`config.mk`:
```
export PLATFORM = sky130hd
export DESIGN_NAME = mono_cw_mapper
export DESIGN_NICKNAME = d
export VERILOG_FILES = /design/src/rtl/cwmap_pkg.sv /design/src/rtl/comp_bank.sv /design/src/rtl/gap_term.sv /design/src/rtl/sum_sat.sv /design/src/rtl/mono_cw_mapper.sv
export SDC_FILE = /design/constraint.sdc
export NUM_CORES = 1
export LEC_CHECK = 0
export ABC_AREA = 1
export BUFFER_PORTS_ARGS = -buffer_cell sky130_fd_sc_hd__clkbuf_2
export CORE_ASPECT_RATIO = 1.5
export CORE_MARGIN = 2
export CORE_UTILIZATION = 46
export DETAILED_ROUTE_END_ITERATION = 6
export PLACE_DENSITY = 0.75
export SKIP_LAST_GASP = 1
export SYNTH_ARGS = -nofsm -noshare
export SYNTH_HDL_FRONTEND = slang
export SYNTH_SLANG_ARGS = --single-unit
export TNS_END_PERCENT = 30
```
`constraint.sdc`:
```
create_clock -name clk -period 10.4 [get_ports clk]
set_clock_uncertainty 0.1 [all_clocks]
set_input_delay 1.04 -clock clk [delete_from_list [all_inputs] [get_ports clk]]
set_output_delay 1.04 -clock clk [all_outputs]
set_load 0.005 [all_outputs]
```
`src/rtl/cwmap_pkg.sv`:
```
package cwmap_pkg;

    typedef enum logic {
        MAP_NORMAL = 1'b0,
        MAP_BYPASS = 1'b1
    } map_mode_e;

endpackage

```
`src/rtl/comp_bank.sv`:
```
module comp_bank #(
    parameter int K    = 6,
    parameter int CW   = 5,
    parameter int SELW = 3
) (
    input  logic                   clk,
    input  logic                   rst_n,
    input  logic                   we,
    input  logic [SELW-1:0]        sel,
    input  logic [CW-1:0]          val,
    output logic [K-1:0][CW-1:0]   comp
);

    logic [K-1:0][CW-1:0] bank_d, bank_q;

    always_comb begin
        bank_d = bank_q;
        for (int n = 0; n < K; n++) begin
            if (we && (32'(sel) == n)) begin
                bank_d[n] = val;
            end
        end
    end

    always_ff @(posedge clk) begin
        if (!rst_n) begin
            bank_q <= '0;
        end else begin
            bank_q <= bank_d;
        end
    end

    assign comp = bank_q;


    sel_range_chk: assert property (@(posedge clk) disable iff (!rst_n)
        (we && (32'(sel) >= K)) |=> $stable(bank_q));

endmodule

```
`src/rtl/gap_term.sv`:
```
module gap_term #(
    parameter int K   = 6,
    parameter int CW  = 5,
    parameter int IDX = 0,
    localparam int TW = K + CW
) (
    input  logic [K-1:0]  ucw,
    input  logic [CW-1:0] comp,
    output logic [TW-1:0] term
);

    logic [K-1:0] gaps;

    always_comb begin
        gaps = (ucw >> (IDX + 1)) + {{(K-1){1'b0}}, ucw[IDX]};
        term = TW'(gaps) * TW'(comp);
    end

endmodule

```
`src/rtl/sum_sat.sv`:
```
module sum_sat #(
    parameter int K  = 6,
    parameter int TW = 11,
    parameter int OW = 10,
    localparam int SUMW = TW + $clog2(K) + 1
) (
    input  logic [K-1:0][TW-1:0] terms,
    input  logic [K-1:0]         ucw,
    output logic [OW-1:0]        res,
    output logic                 sat
);

    logic [SUMW-1:0] acc;

    always_comb begin
        acc = SUMW'(ucw);
        for (int n = 0; n < K; n++) begin
            acc = acc + SUMW'(terms[n]);
        end
        sat = |acc[SUMW-1:OW];
        res = sat ? '1 : acc[OW-1:0];
    end

endmodule

```
`src/rtl/mono_cw_mapper.sv`:
```
module mono_cw_mapper #(
    parameter int K    = 6,
    parameter int CW   = 5,
    localparam int SELW = (K > 1) ? $clog2(K) : 1,
    localparam int OW   = K + 4,
    localparam int TW   = K + CW
) (
    input  logic            clk,
    input  logic            rst_n,
    input  logic            cal_we,
    input  logic [SELW-1:0] cal_idx,
    input  logic [CW-1:0]   cal_val,
    input  logic            test_mode,
    input  logic [OW-1:0]   test_cw,
    input  logic            in_valid,
    input  logic [K-1:0]    user_cw,
    output logic            out_valid,
    output logic [OW-1:0]   out_cw,
    output logic            ovf_flag
);
    import cwmap_pkg::*;

    typedef struct packed {
        logic                 vld;
        map_mode_e            mode;
        logic [K-1:0]         ucw;
        logic [OW-1:0]        tcw;
        logic [K-1:0][TW-1:0] terms;
    } prod_st_t;

    typedef struct packed {
        logic          vld;
        map_mode_e     mode;
        logic [OW-1:0] cw;
        logic          ovf;
    } out_st_t;

    logic [K-1:0][CW-1:0] comp;
    logic [K-1:0][TW-1:0] terms_now;
    logic [OW-1:0]        mapped;
    logic                 mapped_sat;
    prod_st_t             p_d, p_q;
    out_st_t              o_d, o_q;

    comp_bank #(.K(K), .CW(CW), .SELW(SELW)) u_bank (
        .clk  (clk),
        .rst_n(rst_n),
        .we   (cal_we),
        .sel  (cal_idx),
        .val  (cal_val),
        .comp (comp)
    );

    for (genvar n = 0; n < K; n++) begin : g_seg
        gap_term #(.K(K), .CW(CW), .IDX(n)) u_term (
            .ucw (user_cw),
            .comp(comp[n]),
            .term(terms_now[n])
        );
    end

    sum_sat #(.K(K), .TW(TW), .OW(OW)) u_sum (
        .terms(p_q.terms),
        .ucw  (p_q.ucw),
        .res  (mapped),
        .sat  (mapped_sat)
    );

    always_comb begin
        p_d.vld   = in_valid;
        p_d.mode  = test_mode ? MAP_BYPASS : MAP_NORMAL;
        p_d.ucw   = user_cw;
        p_d.tcw   = test_cw;
        p_d.terms = terms_now;

        o_d.vld  = p_q.vld;
        o_d.mode = p_q.mode;
        o_d.cw   = (p_q.mode == MAP_BYPASS) ? p_q.tcw : mapped;
        o_d.ovf  = o_q.ovf | (p_q.vld && (p_q.mode == MAP_NORMAL) && mapped_sat);
    end

    always_ff @(posedge clk) begin
        if (!rst_n) begin
            p_q <= '0;
            o_q <= '0;
        end else begin
            p_q <= p_d;
            o_q <= o_d;
        end
    end

    assign out_valid = o_q.vld;
    assign out_cw    = o_q.cw;
    assign ovf_flag  = o_q.ovf;

    logic [1:0] age_q;
    always_ff @(posedge clk) begin
        if (!rst_n) age_q <= '0;
        else if (age_q != 2'd2) age_q <= age_q + 2'd1;
    end


    valid_latency_chk: assert property (@(posedge clk) disable iff (!rst_n)
        (age_q == 2'd2) |-> (out_valid == $past(in_valid, 2)));


    sticky_ovf_chk: assert property (@(posedge clk) disable iff (!rst_n)
        ovf_flag |=> ovf_flag);


    sat_ones_chk: assert property (@(posedge clk) disable iff (!rst_n)
        $rose(ovf_flag) |-> (out_valid && (&out_cw)));


    no_shrink_chk: assert property (@(posedge clk) disable iff (!rst_n)
        ((age_q == 2'd2) && out_valid && (o_q.mode == MAP_NORMAL))
            |-> (out_cw >= OW'($past(user_cw, 2))));


    bypass_chk: assert property (@(posedge clk) disable iff (!rst_n)
        ((age_q == 2'd2) && out_valid && (o_q.mode == MAP_BYPASS))
            |-> (out_cw == $past(test_cw, 2)));

endmodule

```
==> results of run 1 <==
## critical path, cell delays in order, from the launching register on
cell	delay, ps
dfxtp_1	350
ha_1	220
inv_1	80
fa_1	420
xnor2_1	410
fa_1	500
inv_1	90
fa_1	410
fa_1	470
inv_1	70
ha_1	220
inv_1	80
fa_1	450
nor2_1	190
o21ai_1	100
nand3_1	90
nand2_1	60
nor2_2	140
nand2_4	90
inv_8	100
a21oi_2	50
## stage by stage
step                instances  power [mW]  hold WS, ps
finish                   1289       0.960          340
global route             1289        1.01          357
CTS                      1289       0.968          338
detailed placement       1273       0.609          322
global placement         1273       0.605          319
floorplan                1031       0.563          307
## synth_stat cells
master      n
or2_1       1
nor3_2      1
a21oi_1    75
nor2_1     91
o21ai_1     2
inv_8       1
a21oi_2    12
dfxtp_1   110
nand2_2     3
nand2_4     1
buf_2       1
buf_1       1
a31oi_1     1
xor2_1      9
nand4_1     3
clkbuf_1   10
fa_1       62
nand2_1   188
ha_1       97
or2_2       2
o21ai_0    66
a21o_1      1
nor3_1      6
o211ai_1    3
xnor2_1     9
clkinv_1    4
inv_1     240
o311ai_0    1
nand3_1    24
a211oi_1    1
o21bai_1    1
nor2_2      4
## where the power goes
group	switching, mW	internal, mW	total (mW)
registers	0.00915	0.438	0.447
clock network	0.169	0.192	0.361
logic	0.0952	0.0564	0.152
## layout make-up
cell class                      count  area [um^2]  area share (%)
Multi-Input combinational cell    664         4790            55.1
Clock buffer                       10          229            2.63
Timing Repair Buffer               41          208            2.39
Inverter                          245          927            10.7
Clock inverter                      6         77.6           0.891
Sequential cell                   110         2200            25.3
Tap cell                          213          267            3.06
## cells by family after synthesis
kind of cell,count (synthesis),synth area share [%]
adders and majority gates,159,30.8
xor gates and xnor gates,18,1.98
buffers and inverters,257,12.2
AOI/OAI and AO/OA,163,11.1
and+or+nand+nor,324,16.3
DFF,110,27.6
## worst paths after layout
path	from	end	slack (ps)	cells after the start
max	p_q[76]$_SDFF_PN0_	out_cw[8]$_SDFF_PN0_	5570	20
min	o_d[12]$_SDFF_PN0_	out_valid$_SDFF_PN0_	340	2
max reg2reg	p_q[76]$_SDFF_PN0_	out_cw[8]$_SDFF_PN0_	5570	20
min reg2reg	o_d[12]$_SDFF_PN0_	out_valid$_SDFF_PN0_	340	2
## flip-flops by register name, indices dropped and copies added, names as in the netlist
signal and flops:
o_d 2, out_cw 10, out_valid 1, ovf_flag 1, p_q 66, u_bank.comp 30
## metal layers
layer | GRT usage (%) | up-vias | share of wire, %
li1 | - | 3243 | -
met1 | 20.1 | 2841 | 41
met2 | 35.3 | 118 | 51
met3 | 2.45 | 40 | 2.7
met4 | 10.7 | 0 | 5.3
met5 | 0 | - | 0
==> impl_summary.log, run 1 <==
INFO  metric result_of_the_run = complete, no violations
INFO  metric postCtsSetupRepairBufs = 0
INFO  metric port-buffer-count = 40
INFO  metric final_min_period_over_clock_period = 46.5%
INFO  metric endpoint_kind = register
INFO  metric finalMaxSlewViolations = 0
INFO  metric gr-total-overflow = 0
INFO  metric initialDrtViolationCount = roughly 240
INFO  metric detail_route.wl_per_cell = approximately 13 um
INFO  metric num-nets-final = between 1000 and 1500
INFO  metric crit_type = register to register
INFO  metric post_synthesis_instance_area = 7970 um^2
INFO  metric netlist.top_cell.by_area = dfxtp_1
INFO  metric ys_seq_elements = 110
INFO  metric floorplan.initialDensity = 46.5%
INFO  metric die_w = 111 um
INFO  metric clk_transition_reported_paths = 70 ps
INFO  metric grt_pass1_wl = around 28000 um
INFO  metric critical_path_required = 10540 ps
INFO  metric clock_latency = 360 ps
INFO  metric path_max_fanout = 10
INFO  metric syn-num-nets = between 1000 and 1500
INFO  metric die_area = 18400 um^2
INFO  metric peakVddDrop = 91.8 uV
INFO  metric numClockSinks = 110
INFO  metric detailedPlace.worstSlack = 5340 ps
INFO  metric final_antenna_net_count = 0
INFO  metric fin_tns_setup = 0 ps
INFO  metric slew_headroom = 43.8%
INFO  metric worst_ep_arrival_time = 4980 ps
INFO  metric wl = roughly 16000 um
INFO  metric timing_hold_violations_final = 0
INFO  metric dr.pass1.iters = 5
INFO  metric viasPerCell = between 4 and 5
INFO  metric finalCoreUtilization = 50.8%
INFO  metric fp-row-count = 59
INFO  metric achievable-frequency = 207 MHz
INFO  metric period_minus_slack = between 4000 and 5000 ps
INFO  metric maxCapViolations = 0
INFO  metric dp.final_hpwl = 13600 um
INFO  metric routability_congestion = around 0.93
INFO  metric cts_root_buffer = clkbuf_16
INFO  metric grt_setup_unrepaired = false
INFO  metric mostFrequentLayoutCell = inv_1
INFO  metric floorplan.core_area = 17100 um^2
INFO  metric grt_pass1_vias = 6110
INFO  metric drc = 0
INFO  metric power.leakage = between 4 and 5 nW
INFO  metric syn-instance-count = 1031
INFO  metric yosysSeqAreaShare = 27.6%
INFO  metric startpoint_type = register
INFO  metric design.portCount = 41
INFO  metric yosys_warnings = 0
INFO  metric post-route-cell-area = slightly below 9000 um^2
INFO  metric layout-drive-gt1-share = 7.43%
INFO  metric antenna_cells_inserted = 0
INFO  metric timing_worst_slew_pin_value = 843 ps
INFO  metric cts_hold_fix_bufs = 0
INFO  metric setup_viol = 0
INFO  metric clock_tree.buffer_depth = 2
INFO  metric antenna_found_initial = 0
INFO  metric tritoncts.num_buffers = 9
INFO  metric route.vias.total = about 6200
INFO  metric layout-area-overhead-vs-synth = 9.22%
INFO  metric post-route-worst-setup-slack = 5570 ps
INFO  metric final_cell_mix = inv_1, nand2_1, dfxtp_1
INFO  metric placed_cell_area = approximately 8400 um^2
INFO  metric cts_htree_levels = 3
INFO  metric synth.top_cells.by_area = dfxtp_1, fa_1, ha_1
INFO  metric num-fill-cells = 1645
INFO  metric grt_start_max_net_pins = 97
INFO  metric synth.lib_cells_used.distinct = 32
INFO  metric post-synth-top-area-fraction = 27.6%
INFO  metric tritoncts_clock_tree = yes
INFO  metric power_per_cell_area = about 110 nW/um^2
INFO  metric die_height = about 170 um
INFO  metric grt_usage = 18.7%
INFO  metric holdCritPathClass = register to register
INFO  metric syn-mean-instance-area = 7.73 um^2
INFO  metric post_cts_resize_count = 0
Note: power is estimated with default switching activity, not from simulation.
==> run 2, diff against run 1 <==
--- a/config.mk
+++ b/config.mk
@@ -5,13 +5,13 @@
 export SDC_FILE = /design/constraint.sdc
 export NUM_CORES = 1
 export LEC_CHECK = 0
-export ABC_AREA = 1
+export ABC_AREA = 0
 export BUFFER_PORTS_ARGS = -buffer_cell sky130_fd_sc_hd__clkbuf_2
 export CORE_ASPECT_RATIO = 1.5
 export CORE_MARGIN = 2
 export CORE_UTILIZATION = 46
 export DETAILED_ROUTE_END_ITERATION = 6
-export PLACE_DENSITY = 0.75
+export PLACE_DENSITY = 0.77
 export SKIP_LAST_GASP = 1
 export SYNTH_ARGS = -nofsm -noshare
 export SYNTH_HDL_FRONTEND = slang
==> constraint.sdc (replaced) <==
create_clock -name clk -period 4 [get_ports clk]
set_clock_uncertainty 0.1 [all_clocks]
set_input_delay 0.4 -clock clk [delete_from_list [all_inputs] [get_ports clk]]
set_output_delay 0.4 -clock clk [all_outputs]
set_load 0.005 [all_outputs]
==> impl_summary.log, run 2 <==
INFO  metric hold_end = p_q[71]$_SDFF_PN0_
INFO  metric worst_r2r_endpoint = out_cw[0]$_SDFF_PN0_
INFO  metric floorplan.initialDensity = 47.0% (+0.51 points)
INFO  metric setup_viol = 16 (+16)
INFO  metric layout-drive-gt1-share = 18.8% (+11 points)
INFO  metric antenna_cells_inserted = 0 (unchanged)
INFO  metric placed_cell_area = 9000 um^2 (+7.2%)
INFO  metric crit_type = register to register
INFO  metric finalMaxSlewViolations = 0 (unchanged)
INFO  metric critPathSlowestCell = fa_1
INFO  metric post-route-cell-area = 9450 um^2 (+8.6%)
INFO  metric holdWs = 148 ps (-192 ps)
INFO  metric grt_pass1_wl = 29100 um (+5.2%)
INFO  metric antenna_found_initial = 0 (unchanged)
INFO  metric achievable-frequency = 202 MHz (-2.4%)
INFO  metric cpMostUsedCell = fa_1
INFO  metric period_minus_slack = 4950 ps (+118 ps)
INFO  metric tritoncts.num_buffers = 9 (unchanged)
INFO  metric die_height = 164 um (-0.51%)
INFO  metric power_per_cell_area = 251 nW/um^2 (+130%)
INFO  metric yosysSeqAreaShare = 27.9% (+0.29 points)
INFO  metric path_max_fanout = 4 (-6)
INFO  metric violations = negative setup slack
INFO  metric clock_latency = 360 ps (about the same)
INFO  metric cts_htree_levels = 3 (unchanged)
INFO  metric cts_root_buffer = clkbuf_16
INFO  metric number_of_cells_on_the_worst_hold_path = 2 (unchanged)
INFO  metric rr_startpoint = p_q[0]$_SDFF_PN0_
INFO  metric grt_setup_unrepaired = true
INFO  metric num-fill-cells = 1404 (-15%)
INFO  metric setup.worst_path.start = p_q[0]$_SDFF_PN0_
INFO  metric layout-area-overhead-vs-synth = 19.9%
INFO  metric dp.final_hpwl = 13700 um (+0.85%)
INFO  metric synth.cells.most_frequent = dfxtp_1, inv_1, ha_1, and2_1, fa_1
INFO  metric final_cell_mix = dfxtp_1, inv_1, and2_1
INFO  metric slew_headroom = 39.9% (-3.9 points)
INFO  metric post-synth-top-area-fraction = 27.9% (+0.29 points)
INFO  metric final_min_period_over_clock_period = 124% (+77 points)
INFO  metric timing_worst_slew_pin_value = 895 ps (+52.2 ps)
INFO  metric port-buffer-count = 40 (unchanged)
INFO  metric detailedPlace.worstSlack = -963 ps (-6310 ps)
INFO  metric timing_hold_violations_final = 0 (unchanged)
INFO  metric post-layout-total-power = 2.37 mW (+150%)
INFO  metric number_of_flip_flops_under_the_largest_register_name = 66 (unchanged)
INFO  metric route.vias.total = 5872 (-5.9%)
INFO  metric maxCapViolations = 0 (unchanged)
INFO  metric tritoncts_clock_tree = yes
INFO  metric endpoint_kind = register
INFO  metric floorplan.core_area = 16800 um^2 (-2.1%)
INFO  metric grt_start_max_net_pins = 60 (-38%)
INFO  metric synth.lib_cells_used.distinct = 45 (+41%)
INFO  metric clk_transition_reported_paths = 80 ps (about the same)
INFO  metric timing.critical_path.cells = ha_4, inv_2, fa_2, nor2b_1, o21ai_1, a21boi_1, o21ai_1, nand2_1, xor2_2, fa_1, inv_1, fa_1, fa_1, inv_2, ha_4, inv_4, o22ai_4, a211oi_2, or3b_4, a211oi_4, buf_2, a21oi_1
INFO  metric register_bank_with_the_most_flops = p_q
INFO  metric post_synthesis_instance_area = 7890 um^2 (-1.0%)
INFO  metric netlist.top_cell.by_area = dfxtp_1
INFO  metric dr.pass1.iters = 4 (-1)
INFO  metric synth_async_sr_flop_share = 0% (unchanged)
INFO  metric wl = 17400 um (+5.5%)
INFO  metric reg2reg_depth = 22 (+10%)
INFO  metric cp_slowest_stage_delay = 520 ps (+20 ps)
INFO  metric power.leakage = 4.85 nW (+1.0%)
INFO  metric gr-total-overflow = 0 (unchanged)
INFO  metric syn-instance-count = 822 (-20%)
INFO  metric result_of_the_run = finished with violations
INFO  metric grt_usage = 19.9% (+1.2 points)
INFO  metric fp-row-count = 58 (-1.7%)
INFO  metric rrSetupSlack = -950 ps (-6520 ps)
INFO  metric cts_hold_fix_bufs = 0 (unchanged)
INFO  metric yosys_warnings = 0 (unchanged)
INFO  metric area_taken_by_multi_input_logic_gates = 5380 um^2 (+12%)
INFO  metric design.portCount = 41 (unchanged)
INFO  metric numClockSinks = 110 (unchanged)
INFO  metric clock_tree.buffer_depth = 2 (unchanged)
INFO  metric ys_seq_elements = 110 (unchanged)
INFO  metric drc = 0 (unchanged)
INFO  metric synth_top_flop_cell = dfxtp_1
INFO  metric synth_most_common_cell = dfxtp_1
INFO  metric die_area = 18200 um^2 (-1.0%)
INFO  metric grt_pass1_vias = 6222 (+1.8%)
INFO  metric syn-mean-instance-area = 9.59 um^2 (+24%)
INFO  metric critical_path_required = 4150 ps (-6390 ps)
INFO  metric routability_congestion = 0.848 (-8.3%)
INFO  metric holdCritStartpoint = test_cw[5]
INFO  metric startpoint_type = register
INFO  metric syn-num-nets = 1010 (-17%)
INFO  metric area.sequential = 2200 um^2 (+0.11%)
INFO  metric die_w = 111 um (-0.50%)
INFO  metric holdCritPathClass = primary input to register
INFO  metric initialDrtViolationCount = 198 (-18%)
INFO  metric mostFrequentLayoutCell = dfxtp_1
INFO  metric post-route-worst-setup-slack = -953 ps (-6520 ps)
INFO  metric detail_route.wl_per_cell = 15.0 um (+17%)
INFO  metric synth_edf_count = 0 (unchanged)
INFO  metric peakVddDrop = 296 uV (+220%)
INFO  metric num-nets-final = 1135 (-9.8%)
INFO  metric worst_ep_arrival_time = 5100 ps (+120 ps)
INFO  metric final_antenna_net_count = 0 (unchanged)
INFO  metric synth.top_cells.by_area = dfxtp_1, fa_1, ha_1
INFO  metric placed_cell_count = 1138 (-11%)
INFO  metric layout.cells.non_filler = 1162 (-9.9%)
INFO  metric viasPerCell = 5.05 (+4.4%)
-- run 2: cell count changes in the layout (fill, tap and decap cells not counted), moves of 39 or more --
cell | previous run | this run
nor2b_1 | 0 | 39
nor2_1 | 91 | 17
buf_4 | 1 | 92
o21ai_0 | 66 | 12
inv_1 | 240 | 103
and2_1 | 0 | 96
nand2_1 | 188 | 54
a21oi_1 | 75 | 27
-- run 2: per-layer routing --
metal  wire length (um)  share of wire (%)  global-route usage [%]  up-vias
li1                   -                  -                       -     2926
met1               6850                 39                    21.1     2795
met2               9260                 53                    37.9       97
met3                439                2.5                    2.88       54
met4                849                4.9                    10.2        0
met5                  0                  0                       0        -
-- run 2: report_power, final --
part / switching (mW) / leakage [nW] / internal [mW] / total, mW
clock: 0.442 / 0.145 / 0.456 / 0.898
combinational: 0.176 / 3.81 / 0.157 / 0.333
sequential: 0.0167 / 0.896 / 1.13 / 1.14
total: 0.634 / 4.85 / 1.74 / 2.37
-- run 2: how the worst max path moves through the flow --
stage                                 endpoint  cells past startpoint
after floorplan           out_cw[5]$_SDFF_PN0_                     21
after global placement    out_cw[8]$_SDFF_PN0_                     22
after detailed placement  out_cw[9]$_SDFF_PN0_                     22
after CTS                  ovf_flag$_SDFF_PN0_                     22
after global routing      out_cw[5]$_SDFF_PN0_                     22
final                     out_cw[0]$_SDFF_PN0_                     22
-- run 2: logic make-up (layout without fill, tap and decap cells) --
group                      Yosys count  count (layout)  synth area share, %
muxes                               34              34                 4.32
and+or+nand+nor                    258             258                 18.3
AOI/OAI and AO/OA                   97              97                 8.09
xor gates and xnor gates            38              38                 4.22
adders and majority gates          159             159                 31.1
DFF                                110             110                 27.9
buffers and inverters              126             256                 6.03
-- run 2: worst max-delay path, delay by kind of cell, from the launching register on --
| family | cells | cell delay, ps |
|---|---|---|
| adder cells (fa/ha/maj) | 6 | 2180 |
| AO/OA/AOI/OAI | 7 | 1000 |
| AND/OR/NAND/NOR | 3 | 640 |
| buffers and inverters | 5 | 420 |
| flip-flops | 1 | 350 |
| XOR/XNOR | 1 | 170 |
-- run 2: repair_timing --
item	4_1_cts	5_1_grt
resized for setup	9	7
gates cloned	1	0
setup buffers	6	1
pin swaps	12	7
endpoints found under the setup margin	16	20
hold endpoints to repair	0	0
-- run 2: area by class of cell --
class	instances	share of cell area [%]
clock buffer	10	2.53
multi-input combinational	586	56.9
clock inverter	6	0.675
timing repair buffer	134	9.60
sequential	110	23.3
inverter	106	4.24
tap	210	2.78
-- run 2: metrics by stage --
stage / TNS (ps) / util [%]
final: -10900 / 56.4
after global routing: -15250 / 56.4
after CTS: -10760 / 56.1
after detailed placement: -14540 / 53.7
after global placement: -12650 / 53.7
after floorplan: -8440 / -
==> run 3, diff against run 2 <==
--- a/config.mk
+++ b/config.mk
@@ -7,9 +7,11 @@
 export LEC_CHECK = 0
 export ABC_AREA = 0
 export BUFFER_PORTS_ARGS = -buffer_cell sky130_fd_sc_hd__clkbuf_2
+export CAP_MARGIN = 10
 export CORE_ASPECT_RATIO = 1.5
-export CORE_MARGIN = 2
+export CORE_MARGIN = 1.5
 export CORE_UTILIZATION = 46
+export CTS_BUF_LIST = sky130_fd_sc_hd__clkbuf_4 sky130_fd_sc_hd__clkbuf_8 sky130_fd_sc_hd__clkbuf_16
 export DETAILED_ROUTE_END_ITERATION = 6
 export PLACE_DENSITY = 0.77
 export SKIP_LAST_GASP = 1
==> impl_summary.log, run 3 (synthesis gave the netlist of run 2 again) <==
INFO  metric mostFrequentLayoutCell = dfxtp_1
INFO  metric timing_hold_violations_final = 0 (unchanged)
INFO  metric holdWs = 145 ps (-2.95 ps)
INFO  metric antenna_found_initial = 0 (unchanged)
INFO  metric layout-area-overhead-vs-synth = 19.6%
INFO  metric worst_ep_arrival_time = 5030 ps (-70 ps)
INFO  metric groute.layer.met3.usage = 3.07% (+0.19 points)
INFO  metric numClockSinks = 110 (unchanged)
INFO  metric grt_start_max_net_pins = 113 (+88%)
INFO  metric grt_usage = 20.0% (+0.15 points)
INFO  metric design.portCount = 41 (unchanged)
INFO  metric wl = 16800 um (-3.5%)
INFO  metric die_w = 110 um (-0.90%)
INFO  metric holdCritPathClass = primary input to register
INFO  metric startpoint_type = register
INFO  metric violations = negative setup slack
INFO  metric floorplan.core_area = 16800 um^2 (unchanged)
INFO  metric holdCritStartpoint = test_cw[6]
INFO  metric timing_worst_slew_pin_value = 880 ps (-14.8 ps)
INFO  metric reg2reg_depth = 22 (unchanged)
INFO  metric dp.final_hpwl = 13500 um (-1.5%)
INFO  metric crit_type = register to register
INFO  metric post-route-worst-setup-slack = -885 ps (+68.5 ps)
INFO  metric cts_htree_levels = 3 (unchanged)
INFO  metric gr-total-overflow = 0 (unchanged)
INFO  metric rrSetupSlack = -880 ps (+70 ps)
INFO  metric register_bank_with_the_most_flops = p_q
INFO  metric global_routing_met1_resource_utilization = 21.8% (+0.65 points)
INFO  metric fin_tns_setup = -10260 ps (+636 ps)
INFO  metric antenna_cells_inserted = 0 (unchanged)
INFO  metric final_cell_mix = dfxtp_1, inv_1, and2_1
INFO  metric layout-drive-gt1-share = 18.8% (+0.033 points)
INFO  metric initialDrtViolationCount = 180 (-9.1%)
INFO  metric grt_pass1_vias = 5936 (-4.6%)
INFO  metric num-nets-final = 1129 (-0.53%)
INFO  metric path_max_fanout = 4 (unchanged)
INFO  metric port-buffer-count = 40 (unchanged)
INFO  metric clock_tree.buffer_depth = 2 (unchanged)
INFO  metric finalMaxSlewViolations = 0 (unchanged)
INFO  metric die_height = 163 um (-0.61%)
INFO  metric setup_viol = 16 (unchanged)
INFO  metric fp-row-count = 58 (unchanged)
INFO  metric hold_end = p_q[72]$_SDFF_PN0_
INFO  metric routability_congestion = 0.861 (+1.4%)
INFO  metric gr_util_met2 = 37.6% (-0.29 points)
INFO  metric gr-max-usage-layer = met2
INFO  metric route.vias.total = 5834 (-0.65%)
INFO  metric period_minus_slack = 4880 ps (-68.5 ps)
INFO  metric number_of_cells_on_the_worst_hold_path = 2 (unchanged)
INFO  metric peakVddDrop = 253 uV (-15%)
INFO  metric tritoncts_clock_tree = yes
INFO  metric worst_r2r_endpoint = ovf_flag$_SDFF_PN0_
INFO  metric achievable-frequency = 205 MHz (+1.4%)
INFO  metric rr_startpoint = p_q[0]$_SDFF_PN0_
INFO  metric critical_path_required = 4150 ps (about the same)
INFO  metric slew_headroom = 40.9% (+1.0 points)
INFO  metric clock_latency = 360 ps (about the same)
INFO  metric detail_route.wl_per_cell = 14.5 um (-2.9%)
INFO  metric power_per_cell_area = 254 nW/um^2 (+1.0%)
INFO  metric tritoncts.num_buffers = 9 (unchanged)
INFO  metric drc = 0 (unchanged)
INFO  metric cts_root_buffer = clkbuf_16
INFO  metric clk_transition_reported_paths = 70 ps (about the same)
INFO  metric final_antenna_net_count = 0 (unchanged)
INFO  metric final_min_period_over_clock_period = 122% (-1.7 points)
INFO  metric result_of_the_run = finished with violations
INFO  metric number_of_flip_flops_under_the_largest_register_name = 66 (unchanged)
INFO  metric die_area = 18000 um^2 (-1.5%)
INFO  metric maxCapViolations = 0 (unchanged)
INFO  metric finalCoreUtilization = 56.3% (-0.14 points)
INFO  metric endpoint_kind = register
INFO  metric grt_setup_unrepaired = true
INFO  metric grt_pass1_wl = 27600 um (-5.0%)
INFO  metric floorplan.initialDensity = 47.0% (unchanged)
INFO  metric cts_hold_fix_bufs = 0 (unchanged)
INFO  metric dr.pass1.iters = 4 (unchanged)
INFO  metric viasPerCell = 5.05 (about the same)
INFO  metric power.leakage = 4.84 nW (-0.16%)
==> run 3: worst max-delay path by stage <==
stage | to | from | cells past startpoint | slack [ps]
2_1_floorplan | out_cw[5]$_SDFF_PN0_ | p_q[0]$_SDFF_PN0_ | 21 | -720
3_3_place_gp | out_cw[8]$_SDFF_PN0_ | p_q[0]$_SDFF_PN0_ | 22 | -840
3_5_place_dp | out_cw[8]$_SDFF_PN0_ | p_q[0]$_SDFF_PN0_ | 22 | -990
4_1_cts | out_cw[8]$_SDFF_PN0_ | p_q[76]$_SDFF_PN0_ | 22 | -980
5_1_grt | out_cw[0]$_SDFF_PN0_ | p_q[0]$_SDFF_PN0_ | 22 | -1100
6_report | ovf_flag$_SDFF_PN0_ | p_q[0]$_SDFF_PN0_ | 22 | -880
==> run 3: routing by layer <==
layer,wire length (um),vias to the layer above
met5,0,-
met4,561,0
met3,499,33
met2,9190,91
met1,6540,2793
li1,-,2917
==> run 3: final cells by class <==
cell class | instances | area, um^2
inverter | 106 | 400
timing repair buffer | 128 | 862
fill | 1434 | 7330
multi-input combinational | 586 | 5390
clock inverter | 6 | 81.3
tap | 210 | 263
sequential | 110 | 2210
clock buffer | 9 | 225
==> run 3: critical path, cell delays in order, from the launching register on <==
cell and delay (ps):
dfxtp_2 340, ha_4 130, inv_2 30, fa_2 360
nor2b_2 130, o21ai_2 70, a21boi_2 160, o21ai_1 90
nand2_1 120, xor2_2 80, fa_1 500, inv_1 50
fa_1 350, inv_1 90, fa_1 460, ha_4 270
o21a_1 210, o2111ai_2 170, a21oi_1 60, or3b_4 420
a211oi_4 280, buf_2 200, o31ai_1 70
==> run 3: report_power, final <==
part	internal, mW	switching (mW)	leakage (nW)
logic	0.157	0.176	3.80
clock network	0.494	0.424	0.143
registers	1.13	0.0159	0.896
==> run 3: metrics by stage <==
stage	instances	instance area (um^2)	setup slack [ps]	total power, mW
detailed placement	1138	9000	-989	1.48
global route	1155	9430	-1100	2.49
floorplan	822	7970	-716	1.35
global placement	1138	9000	-840	1.48
finish	1155	9430	-885	2.39
CTS	1154	9330	-976	2.40
==> run 3: timing repair <==
action,CTS,global route
setup buffers,0,1
resized for setup,4,18
hold endpoints to repair,0,0
gates cloned,1,0
endpoints found under the setup margin,16,22
pin swaps,9,12
